[src/rtl/mbt_pkg.sv]
package mbt_pkg;

    typedef enum logic [1:0] {
        SP_NONE = 2'd0,
        SP_IO   = 2'd1,
        SP_MEM  = 2'd2,
        SP_CFG  = 2'd3
    } space_e;

    typedef enum logic [1:0] {
        PH_IDLE = 2'd0,
        PH_DATA = 2'd1,
        PH_HOLD = 2'd2
    } phase_e;

    typedef struct packed {
        phase_e      phase;
        space_e      space;
        logic        wr;
        logic [31:0] addr;
        logic [32:0] lim;
        logic        frame_prev;
    } ctl_t;

    typedef struct packed {
        logic par;
        logic oe;
    } par_t;

endpackage

[src/rtl/mbt_decode.sv]
module mbt_decode
    import mbt_pkg::*;
#(
    parameter logic [31:0] IO_BASE    = 32'h0000_1000,
    parameter logic [31:0] IO_SIZE    = 32'h0000_0040,
    parameter logic [31:0] MEM_BASE   = 32'h4000_0000,
    parameter logic [31:0] MEM_SIZE   = 32'h0000_0100,
    parameter int          CFG_DWORDS = 64
) (
    input  logic [31:0] ad,
    input  logic [3:0]  cmd,
    input  logic        idsel,
    output space_e      space,
    output logic [31:0] base_addr,
    output logic [32:0] limit,
    output logic        wr
);
    localparam logic [32:0] IO_LO  = {1'b0, IO_BASE};
    localparam logic [32:0] IO_HI  = IO_LO + {1'b0, IO_SIZE};
    localparam logic [32:0] MEM_LO = {1'b0, MEM_BASE};
    localparam logic [32:0] MEM_HI = MEM_LO + {1'b0, MEM_SIZE};
    localparam logic [32:0] CFG_HI = 33'(CFG_DWORDS * 4);

    logic [32:0] byte_a;
    logic [32:0] dword_a;

    always_comb begin
        byte_a    = {1'b0, ad};
        dword_a   = {1'b0, ad[31:2], 2'b00};
        space     = SP_NONE;
        base_addr = ad;
        limit     = '0;
        wr        = cmd[0];
        case (cmd)
            4'b0010, 4'b0011: begin
                if (byte_a >= IO_LO && byte_a < IO_HI) begin
                    space = SP_IO;
                    limit = IO_HI;
                end
            end
            4'b0110, 4'b0111, 4'b1100, 4'b1110, 4'b1111: begin
                if (dword_a >= MEM_LO && dword_a < MEM_HI) begin
                    space     = SP_MEM;
                    base_addr = dword_a[31:0];
                    limit     = MEM_HI;
                end
            end
            4'b1010, 4'b1011: begin
                if (idsel && ad[1:0] == 2'b00 && ad[10:8] == 3'b000) begin
                    space     = SP_CFG;
                    base_addr = {24'd0, ad[7:2], 2'b00};
                    limit     = CFG_HI;
                end
            end
            default: ;
        endcase
    end
endmodule

[src/rtl/mbt_par_gen.sv]
module mbt_par_gen
    import mbt_pkg::*;
#(
    parameter int DATA_W = 32,
    parameter int CMD_W  = 4
) (
    input  logic              clk,
    input  logic              rst_n,
    input  logic [DATA_W-1:0] data,
    input  logic [CMD_W-1:0]  cbe,
    input  logic              drive,
    output logic              par,
    output logic              par_oe
);
    par_t q, d;

    always_comb begin
        d.par = ^{data, cbe};
        d.oe  = drive;
    end

    always_ff @(posedge clk or negedge rst_n) begin
        if (!rst_n) q <= '{par: 1'b0, oe: 1'b0};
        else        q <= d;
    end

    assign par    = q.par;
    assign par_oe = q.oe;
endmodule

[src/rtl/mbus_target.sv]
module mbus_target
    import mbt_pkg::*;
#(
    parameter logic [31:0] IO_BASE    = 32'h0000_1000,
    parameter logic [31:0] IO_SIZE    = 32'h0000_0040,
    parameter logic [31:0] MEM_BASE   = 32'h4000_0000,
    parameter logic [31:0] MEM_SIZE   = 32'h0000_0100,
    parameter int          CFG_DWORDS = 64
) (
    input  logic        clk,
    input  logic        rst_n,
    input  logic [31:0] ad_in,
    output logic [31:0] ad_out,
    output logic        ad_oe,
    input  logic [3:0]  cbe_n,
    input  logic        frame_n,
    input  logic        irdy_n,
    input  logic        idsel,
    output logic        trdy_n,
    output logic        devsel_n,
    output logic        stop_n,
    output logic        tgt_oe,
    output logic        par_out,
    output logic        par_oe,
    output logic [31:0] loc_addr,
    output logic [1:0]  loc_space,
    output logic        loc_wr,
    output logic        loc_rd,
    output logic [31:0] loc_wdata,
    output logic [3:0]  loc_be,
    input  logic [31:0] loc_rdata,
    input  logic        loc_rdy
);
    localparam logic [32:0] STEP = 33'd4;

    ctl_t q, d;

    space_e      dec_space;
    logic [31:0] dec_addr;
    logic [32:0] dec_lim;
    logic        dec_wr;

    logic        addr_phase;
    logic        in_data;
    logic        at_end;
    logic        xfer;
    logic [32:0] next_dw;

    mbt_decode #(
        .IO_BASE   (IO_BASE),
        .IO_SIZE   (IO_SIZE),
        .MEM_BASE  (MEM_BASE),
        .MEM_SIZE  (MEM_SIZE),
        .CFG_DWORDS(CFG_DWORDS)
    ) u_dec (
        .ad       (ad_in),
        .cmd      (cbe_n),
        .idsel    (idsel),
        .space    (dec_space),
        .base_addr(dec_addr),
        .limit    (dec_lim),
        .wr       (dec_wr)
    );

    always_comb begin
        addr_phase = (q.phase == PH_IDLE) && q.frame_prev && !frame_n;
        in_data    = (q.phase == PH_DATA);
        next_dw    = {1'b0, q.addr[31:2], 2'b00} + STEP;
        at_end     = next_dw >= q.lim;
        xfer       = in_data && loc_rdy && !irdy_n;

        d            = q;
        d.frame_prev = frame_n;
        case (q.phase)
            PH_IDLE: begin
                if (addr_phase && dec_space != SP_NONE) begin
                    d.phase = PH_DATA;
                    d.space = dec_space;
                    d.wr    = dec_wr;
                    d.addr  = dec_addr;
                    d.lim   = dec_lim;
                end
            end
            PH_DATA: begin
                if (xfer) begin
                    if (frame_n)     d.phase = PH_IDLE;
                    else if (at_end) d.phase = PH_HOLD;
                    else             d.addr  = q.addr + 32'd4;
                end
            end
            PH_HOLD: begin
                if (frame_n) d.phase = PH_IDLE;
            end
            default: d.phase = PH_IDLE;
        endcase
    end

    always_ff @(posedge clk or negedge rst_n) begin
        if (!rst_n) begin
            q <= '{phase: PH_IDLE, space: SP_NONE, wr: 1'b0, addr: '0,
                   lim: '0, frame_prev: 1'b1};
        end else begin
            q <= d;
        end
    end

    assign devsel_n  = (q.phase == PH_IDLE);
    assign tgt_oe    = (q.phase != PH_IDLE);
    assign trdy_n    = !(in_data && loc_rdy);
    assign stop_n    = !((in_data && loc_rdy && at_end) || q.phase == PH_HOLD);
    assign ad_oe     = in_data && !q.wr;
    assign ad_out    = loc_rdata;
    assign loc_addr  = q.addr;
    assign loc_space = q.space;
    assign loc_wr    = xfer && q.wr;
    assign loc_rd    = xfer && !q.wr;
    assign loc_wdata = ad_in;
    assign loc_be    = ~cbe_n;

    mbt_par_gen #(.DATA_W(32), .CMD_W(4)) u_par (
        .clk   (clk),
        .rst_n (rst_n),
        .data  (ad_out),
        .cbe   (cbe_n),
        .drive (ad_oe),
        .par   (par_out),
        .par_oe(par_oe)
    );

    // a claim appears only in the clock after an address phase
    a_r2_claim_after_addr: assert property (@(posedge clk) disable iff (!rst_n)
        $fell(devsel_n) |-> $past(addr_phase));

    // reserved command codes are never claimed
    a_r2_reserved_ignored: assert property (@(posedge clk) disable iff (!rst_n)
        (addr_phase && (cbe_n inside {4'b0100, 4'b0101, 4'b1000, 4'b1001})) |=> devsel_n);

    // target ready only inside a claimed cycle
    a_r6_trdy_in_claim: assert property (@(posedge clk) disable iff (!rst_n)
        !trdy_n |-> !devsel_n);

    // at most one local strobe per clock
    a_r6_one_strobe: assert property (@(posedge clk) disable iff (!rst_n)
        $onehot0({loc_wr, loc_rd}));

    // burst address steps by one dword
    a_r7_step: assert property (@(posedge clk) disable iff (!rst_n)
        (xfer && !frame_n && !at_end) |=> (loc_addr == $past(loc_addr) + 32'd4));

    // final phase releases the bus
    a_r8_release: assert property (@(posedge clk) disable iff (!rst_n)
        (xfer && frame_n) |=> (devsel_n && trdy_n && stop_n));

    // after a stop with data, stop and devsel hold while trdy is off
    a_r9_hold: assert property (@(posedge clk) disable iff (!rst_n)
        (xfer && !stop_n && !frame_n) |=> (!stop_n && !devsel_n && trdy_n));
endmodule

[config.mk]
export PLATFORM = sky130hd
export DESIGN_NAME = mbus_target
export DESIGN_NICKNAME = d
export VERILOG_FILES = /design/src/rtl/mbt_pkg.sv /design/src/rtl/mbt_decode.sv /design/src/rtl/mbt_par_gen.sv /design/src/rtl/mbus_target.sv
export SDC_FILE = /design/constraint.sdc
export NUM_CORES = 1
export LEC_CHECK = 0
export BUFFER_PORTS_ARGS = -buffer_cell sky130_fd_sc_hd__buf_2
export CORE_UTILIZATION = 24
export DETAILED_ROUTE_END_ITERATION = 8
export HOLD_SLACK_MARGIN = 0.06
export PLACE_DENSITY_LB_ADDON = 0.05
export SYNTH_ARGS = -nofsm -noshare
export SYNTH_HDL_FRONTEND = slang
export SYNTH_SLANG_ARGS = --single-unit
[constraint.sdc]
create_clock -name clk -period 6.6 [get_ports clk]
set_input_delay 0.66 -clock clk [delete_from_list [all_inputs] [get_ports clk]]
set_output_delay 0.66 -clock clk [all_outputs]
set_load 0.01 [all_outputs]
==> metrics.txt, run 1 <==
run status=finished clean; cell with the most instances after synthesis=buf_4; f_max=192 MHz; synth top area cells=dfrtp_1 24%, buf_4 17%, xnor2_1 6.9%; multi-input logic area=~2300 um2; post-route cell area=between 4000 and 5000 um2; register area=1050 um2; chip height=136 um; nets=roughly 680; worst setup margin=approximately 1400 ps; crit end category=output port; final setup TNS=0 ps; first-pass GRT wire length=around 22000 um; Finish-stage setup viols=0; share of the synthesized area in the top cell type=0.238; root buffer cell=clkbuf_16; Synth-to-Final Area Change=12.1%; dpl hpwl=between 10000 and 15000 um; GRT Overall Usage=0.157; clk sinks=between 40 and 50; Syn. warnings=0; vias in the first global route=between 3000 and 4000; RSZ-0062 raised after global routing=false; wirelength, routed=approximately 14000 um; Internal=565 uW; syn avg cell area=8.27 um2; fin crit share=0.787; Fin. Hold Viols=0; post-synth net total=608; share of layout cells above drive strength 1=0.370; CTS HTree Levels=2; CP Launch Type=flop; drt first pass iters=4; placed cell count=roughly 810; P_leak=approximately 2.2 nW; initial antenna violation count=0; worst-skew pair later-pin latency=290 ps; cts repair resizes=0; slew margin rel.=0.350; Pwr Total=between 800 and 900 uW; die area=about 19000 um2; via/cell ratio=4.78; DR iter-0 viols=235; average routed wire per standard cell=between 15 and 20 um; cts hold-fix bufs=0; switch share=0.330; number of port buffers=between 150 and 200; Final Max Tran Viols=0; VDD IR max=0.0876 mV; Yosys cell types=between 60 and 70; predominant post-synthesis flop cell=dfrtp_1; total core area=about 17000 um2; via count=3892; diode count=0; Pwr per Cell Area=around 170 nW/um2; number of flops mapped to enable cells by yosys=0; min cycle time layout=approximately 5200 ps; crit path max fanout=10; CTS tree=done; gpl congestion=around 0.77; Core Rows=48; Syn Inst Count=521; fin util=0.277; Cell Area, Placed=about 4700 um2; worst slack at placement=~1700 ps; Worst Hold Class=primary input to async pin; Setup Fix Bufs, Post-CTS=0; smallest hold slack=around 470 ps; post-route antenna net violation count=0; Layout fillers=between 1500 and 2000; Initial Util=0.247; number of remaining DRC errors=0; number of max-cap violations=0; FF+latch count, synth=42; total CTS buffers=5; mapped cell area=approximately 4300 um2; sequential share of power=0.363; Yosys top cell by area=dfrtp_1; fraction of registers with async set/reset=1.00; Net Switching=~280 uW; CP arrival=4540 ps; CP Class=flop to output port; Clock power frac=0.350; io pins=roughly 190; Gate power share=0.287; sequential fraction of the synthesis area=0.244; largest net degree at the start of global routing=43; clk buf depth=2; Final Skew=around 4.8 ps; Tightest Pin Transition=about 1000 ps; Clock transition at path regs=roughly 70 ps; Critical Path RT=between 5000 and 6000 ps; Post-synth top cells=99 x buf_4, 49 x nand2_1, 41 x dfrtp_1, 34 x xnor2_1, 28 x nand3_1; Die Width=136 um; non-filler instance count after layout=814; grt total ovfl=0
worst max-delay path: stages, from the launching register on:
cell,delay (ps)
dfrtp_1,480
ha_1,270
nand3_2,210
or3_1,580
nor2_1,270
nand4_1,200
nor2_1,170
xor2_1,110
ha_1,350
and4_1,200
o2111ai_1,130
or3_1,320
or3_1,410
nand3_1,230
a31oi_1,120
buf_2,180
power groups by stage:
stage	clock (mW)	sequential, mW	combinational (mW)
after floorplan	0	0.301	0.190
after global placement	0	0.309	0.250
after detailed placement	0	0.311	0.247
after CTS	0.307	0.306	0.249
after global routing	0.317	0.311	0.268
final	0.295	0.306	0.242
kinds of logic (layout without fill, tap and decap cells):
| group | count (synthesis) | after routing | share of synthesized area |
|---|---|---|---|
| mux | 5 | 5 | 0.0119 |
| buf+inv | 143 | 211 | 0.216 |
| fa+ha+maj | 13 | 13 | 0.0377 |
| xor+xnor | 42 | 42 | 0.0853 |
| simple gates | 183 | 183 | 0.231 |
| compound gates | 93 | 93 | 0.174 |
| flops | 42 | 42 | 0.244 |
layout make-up:
cell class / count / share of cell area
clock buffer: 7 / 0.0275
clock inverter: 1 / 0.00622
sequential: 42 / 0.218
multi-input combinational: 336 / 0.483
inverter: 16 / 0.0124
timing repair buffer: 187 / 0.195
tap: 225 / 0.0583
layer usage:
metal,share of wire,track usage,routed length [um]
met3,0.053,0.0295,768
met2,0.46,0.260,6700
met5,0,0,0
met4,0.0059,0.0290,85
met1,0.48,0.212,6890
flip-flops by register name, indices dropped and copies added, names as in the netlist:
| register | count |
|---|---|
| u_par.par | 1 |
| q | 7 |
| loc_addr | 32 |
| u_par.par_oe | 1 |
| loc_space | 1 |
placed cells by master, fill, tap and decap left out, types with 9 or more instances in the layout:
cell | netlist | routed
dfrtp_1 | 41 | 41
nand3_1 | 28 | 28
nand2_1 | 49 | 49
nor3_1 | 11 | 11
or4_1 | 9 | 9
xnor2_1 | 34 | 34
ha_1 | 13 | 13
nand4_1 | 9 | 9
buf_2 | 3 | 184
o211ai_1 | 19 | 19
nor2_1 | 26 | 26
inv_1 | 16 | 16
o21ai_0 | 11 | 11
final timing paths:
kind,start,endpoint,slack (ps),cells after the start
max,loc_addr[2],stop_n,1400,15
min,rst_n,loc_addr[23],470,2
max reg2reg,loc_addr[2],loc_addr[8],1650,15
min reg2reg,loc_space[0],loc_space[0],490,2
max in group asynchronous,rst_n,loc_addr[0],5710,2
min in group clk,loc_space[0],loc_space[0],490,2
Note: power is estimated with default switching activity, not from simulation.
==> inputs of run 2 (changes only) <==
Clock period 6.6 ns to 4.96 ns, I/O delays scaled along.
==> run 2 against run 1 <==
- design area up 1.4%
- largest cell class unchanged
- die area unchanged
- clock-buffer cell count unchanged
- wire length up 2.6%
- largest power group unchanged
- critical path type unchanged
==> metrics.txt, run 2 (same netlist as run 1, synthesis figures left out) <==
run status=finished clean; wirelength, routed=14800 um (+2.6%); via/cell ratio=4.86 (+1.7%); post-route cell area=4900 um2 (+1.4%); CP Buf/Inv Count=1 (unchanged); total core area=17400 um2 (unchanged); diode count=0 (unchanged); most numerous cell on the critical path=or3_1; root buffer cell=clkbuf_16; share of layout cells above drive strength 1=0.383 (+0.0132); die area=18500 um2 (unchanged); Setup Fix Bufs, Post-CTS=0 (unchanged); CP Class=flop to output port; Final Max Tran Viols=0 (unchanged); R2R Path Start=loc_addr[3]; critical path, cell by cell=ha_1, nand3_2, or3_1, nor2_1, nand4_1, nor2_1, xor2_1, ha_1, and4_1, o2111ai_1, or3_1, or3_1, nand3_1, a31oi_1, buf_2; Tightest Pin Transition=862 ps (-113 ps); clk sinks=42 (unchanged); Reg2Reg Capture Point=loc_addr[8]; Worst setup startpoint=loc_addr[3]; initial antenna violation count=0 (unchanged); Critical Path RT=4460 ps (-1480 ps); average routed wire per standard cell=18.0 um (+1.2%); CP peak stage delay=490 ps (-90 ps); drt first pass iters=4 (unchanged); reg2reg setup slack=650 ps (-1000 ps); placed cell count=817 (+1.4%); most frequent cells in the layout=184 x buf_2, 49 x nand2_1, 41 x dfrtp_1, 34 x xnor2_1, 28 x nand3_1; Clock transition at path regs=70 ps (about the same); via count=4011 (+3.1%); Critical Path Slowest Stage Cell=dfrtp_1; Die Width=136 um (unchanged); VDD IR max=0.116 mV (+33%); CP Launch Type=flop; Fin. Hold Viols=0 (unchanged); Pwr per Cell Area=224 nW/um2 (+28%); CTS HTree Levels=2 (unchanged); cts hold-fix bufs=0 (unchanged); GRT Overall Usage=0.164 (+0.00735); Initial Util=0.247 (unchanged); final setup TNS=0 ps (unchanged); Core Rows=48 (unchanged); min cycle time layout=4590 ps; vias in the first global route=3911 (+1.8%); CTS tree=done; crit path max fanout=8 (-2); CP arrival=4090 ps (-450 ps); Synth-to-Final Area Change=13.6%; worst slack at placement=672 ps (-1000 ps); Finish-stage setup viols=0 (unchanged); crit end category=output port; Worst Hold Class=primary input to async pin; crit-path leading delay family=simple AND/OR/NAND/NOR gates; slew margin rel.=0.424 (+0.0742); P_leak=2.20 nW (+2.3%); Worst path depth=15 (unchanged); first-pass GRT wire length=22600 um (+2.9%); Final Skew=6.10 ps (+1.28 ps); gpl congestion=0.807 (+4.1%); worst-skew pair later-pin latency=300 ps (about the same); leading cell type in the layout, fill and taps excluded=buf_2; fin crit share=0.926; nets=686 (+1.6%); crit path capture=stop_n; RSZ-0062 raised after global routing=false; io pins=185 (unchanged); Pwr Total=1.10 mW (+30%); f_max=218 MHz; DR iter-0 viols=243 (+3.4%); post-route antenna net violation count=0 (unchanged); worst setup margin=369 ps (-1040 ps); dpl hpwl=11500 um (+3.4%); non-filler instance count after layout=825 (+1.4%); number of remaining DRC errors=0 (unchanged); clk buf depth=2 (unchanged); smallest hold slack=306 ps (-165 ps); chip height=136 um (unchanged); Reg2Reg Depth=15 (unchanged); Cell Area, Placed=4750 um2 (+1.8%); number of max-cap violations=0 (unchanged); number of port buffers=184 (unchanged); max reg flops=32 (unchanged); fin util=0.281 (+0.00388); total CTS buffers=5 (unchanged); largest net degree at the start of global routing=43 (unchanged); grt total ovfl=0 (unchanged); cts repair resizes=0 (unchanged)
-- run 2: worst min path at each step --
stage	startpoint	to	cells past startpoint
floorplan	rst_n	loc_addr[0]	0
finish	rst_n	loc_addr[23]	2
global placement	loc_space[0]	loc_space[0]	2
CTS	rst_n	loc_addr[24]	2
detailed placement	loc_addr[1]	loc_addr[1]	2
global route	frame_n	q[0]	1
-- run 2: layout make-up --
cell class,count,area [um2]
flip-flops and latches,42,1050
inverters,16,60.1
multi-input cells,336,2330
repair buffers,198,1030
clock buffers,7,143
fillers,1931,12500
well taps,225,282
clock inverters,1,5.00
-- run 2: power by group --
part           total, mW  internal, mW  switching [mW]  leakage [nW]
Clock              0.362         0.201           0.161        0.0739
Sequential         0.406         0.367          0.0395         0.549
Combinational      0.328         0.149           0.179          1.58
-- run 2: metal layers --
metal,part of all wire,track usage
met4,0.013,0.0420
met2,0.46,0.269
met1,0.46,0.219
met3,0.062,0.0328
met5,0,0
==> inputs of run 3 (changes only) <==
Settings changed: SYNTH_HIERARCHICAL set to 1.
==> run 3 against run 2 <==
- design area up 42%
- area after synthesis is 46% higher
- register-to-register slack better by 120 ps
- highest routed layer unchanged
- utilization fell by 0.78 points
- clock skew fell by 1.5 ps
- synthesized cell count rose by 40%
- fmax increased by 3.1%
- wire length is 35% higher
==> metrics.txt, run 3 <==
post-route cell area=6970 um2 (+42%); number of remaining DRC errors=0 (unchanged); Reg2Reg Capture Point=loc_addr[29]; min cycle time layout=4450 ps (-136 ps); slew margin rel.=0.521 (+0.0967); final setup TNS=0 ps (unchanged); most frequent cells in the layout=183 x buf_2, 83 x nand2_1, 72 x dfrtp_1, 47 x xnor2_1, 41 x inv_1; Worst Hold Class=primary input to async pin; max reg flops=37 (+16%); dpl hpwl=15100 um (+31%); Synth-to-Final Area Change=10.5%; via/cell ratio=4.50 (-7.5%); total core area=25500 um2 (+46%); Pwr per Cell Area=245 nW/um2 (+9.4%); VDD IR max=0.129 mV (+11%); reg2reg setup slack=770 ps (+120 ps); crit end category=output port; largest net degree at the start of global routing=88 (+100%); CTS HTree Levels=3 (+1); GRT Overall Usage=0.151 (-0.0131); Final Max Tran Viols=0 (unchanged); Yosys top cell by area=dfrtp_1; gpl congestion=0.786 (-2.6%); Cell Area, Placed=6630 um2 (+40%); Syn Inst Count=728 (+40%); Final Skew=4.58 ps (-1.52 ps); Clock power frac=0.435 (+0.105); share of layout cells above drive strength 1=0.309 (-0.0744); Internal=1.25 mW (+74%); Net Switching=459 uW (+21%); post-route antenna net violation count=0 (unchanged); share of the synthesized area in the top cell type=0.286 (+0.0479); fraction of registers with async set/reset=1.00 (unchanged); Yosys cell types=66 (unchanged); number of max-cap violations=0 (unchanged); initial antenna violation count=0 (unchanged); via count=5048 (+26%); Clock transition at path regs=60 ps (about the same); diode count=0 (unchanged); vias in the first global route=4913 (+26%); clk buf depth=2 (unchanged); first-pass GRT wire length=30200 um (+34%); CP Launch Type=flop; chip height=164 um (+21%); grt total ovfl=0 (unchanged); CTS tree=done; number of flops mapped to enable cells by yosys=0 (unchanged); Post-synth top cells=137 x buf_4, 83 x nand2_1, 72 x dfrtp_1, 47 x xnor2_1; f_max=224 MHz (+3.1%); Layout fillers=2759 (+43%); cell with the most instances after synthesis=buf_4; Core Rows=58 (+21%); crit path max fanout=7 (-1); RSZ-0062 raised after global routing=false; wirelength, routed=20000 um (+35%); root buffer cell=clkbuf_16; Critical Path RT=4460 ps (about the same); Gate power share=0.181 (-0.118); run status=finished clean; smallest hold slack=93.1 ps (-213 ps); mapped cell area=6300 um2 (+46%); drt first pass iters=7 (+3); io pins=185 (unchanged); P_leak=3.58 nW (+63%); Setup Fix Bufs, Post-CTS=0 (unchanged); Fin. Hold Viols=0 (unchanged); leading cell type in the layout, fill and taps excluded=buf_2; sequential share of power=0.384 (+0.013); DR iter-0 viols=293 (+21%); average routed wire per standard cell=17.8 um (-1.0%); syn avg cell area=8.66 um2 (+4.6%); worst-skew pair later-pin latency=340 ps (+40 ps); Tightest Pin Transition=709 ps (-153 ps); Pwr Total=1.70 mW (+56%); synth top area cells=dfrtp_1 29%, buf_4 16%, xnor2_1 6.5%; fin crit share=0.898 (-0.0275); number of port buffers=184 (unchanged); Finish-stage setup viols=0 (unchanged); CP arrival=3960 ps (-130 ps); predominant post-synthesis flop cell=dfrtp_1; fin util=0.273 (-0.00779); FF+latch count, synth=73 (+74%); total CTS buffers=9 (+4); Initial Util=0.247 (about the same); R2R Path Start=loc_addr[2]; switch share=0.269 (-0.0775); Syn. warnings=6 (+6); clk sinks=73 (+74%); sequential fraction of the synthesis area=0.290 (+0.0460); Reg2Reg Depth=13 (-2); die area=26900 um2 (+45%); Biggest register=q; nets=894 (+30%); Die Width=164 um (+21%); CP Class=flop to output port
run 3: cell types whose count changed after synthesis, sizes merged, moves of 17 or more:
cell	previous run	this run
buf	106	152
o21ai	13	42
o211ai	19	2
ha	13	32
inv	16	41
and2	5	22
dfrtp	41	72
nand2	49	85
run 3: worst max-delay path by stage:
| stage | startpoint | to | slack [ps] |
|---|---|---|---|
| floorplan | loc_addr[2] | stop_n | 1020 |
| CTS | loc_addr[2] | stop_n | 200 |
| global placement | loc_addr[2] | stop_n | 610 |
| global route | loc_addr[2] | stop_n | 140 |
| detailed placement | loc_addr[2] | loc_addr[8] | 590 |
| finish | loc_addr[2] | stop_n | 510 |
run 3: repair_timing:
| item | 4_1_cts | 5_1_grt |
|---|---|---|
| resized for setup | 0 | 2 |
| hold buffers | 0 | 0 |
| setup endpoints to repair | 0 | 1 |
run 3: layout make-up:
cell class / instances / area [um2] / share of cell area
Multi-Input combinational cell: 470 / 3240 / 0.466
Sequential cell: 73 / 1830 / 0.262
Timing Repair Buffer: 193 / 1000 / 0.144
Tap cell: 330 / 413 / 0.0593
Clock buffer: 14 / 264 / 0.0379
Inverter: 41 / 154 / 0.0221
Clock inverter: 2 / 60.1 / 0.00862
run 3: worst max-delay path: stages (launching register included):
cell,delay (ps)
dfrtp_1,460
ha_1,310
nand4_2,200
or4_4,630
nor2_8,160
nand2_2,100
xnor2_1,140
ha_1,300
nand4_1,210
nor3_1,100
a221oi_1,380
nand2_1,160
nor2_1,220
o21a_1,130
buf_2,120
run 3: power groups by stage:
stage / sequential, mW / clock (mW) / combinational, mW
global route: 0.659 / 0.793 / 0.346
finish: 0.655 / 0.741 / 0.309
global placement: 0.666 / 0 / 0.314
floorplan: 0.656 / 0 / 0.253
CTS: 0.655 / 0.770 / 0.317
detailed placement: 0.666 / 0 / 0.315
run 3: metrics by stage:
step	setup WS (ps)	cells
2_1_floorplan	1020	756
3_3_place_gp	609	1107
3_5_place_dp	589	1107
4_1_cts	204	1123
5_1_grt	143	1123
6_report	506	1123
run 3: routing by layer:
layer  track usage  vias up  share of wire
li1              -     2466              -
met1         0.212     2409           0.49
met2         0.242      167           0.45
met3        0.0343        6          0.054
met4        0.0177        0         0.0041
met5             0        -              0
run 3: cell families (layout without fill, tap and decap cells):
logic type	after synthesis	after routing	share of synthesized area
XOR/XNOR	62	62	0.0884
AO/OA/AOI/OAI	129	129	0.144
other	1	29	0.000595
adder cells (fa/ha/maj)	32	32	0.0635
buffers and inverters	213	250	0.215
flip-flops	73	73	0.290
AND/OR/NAND/NOR	218	218	0.199
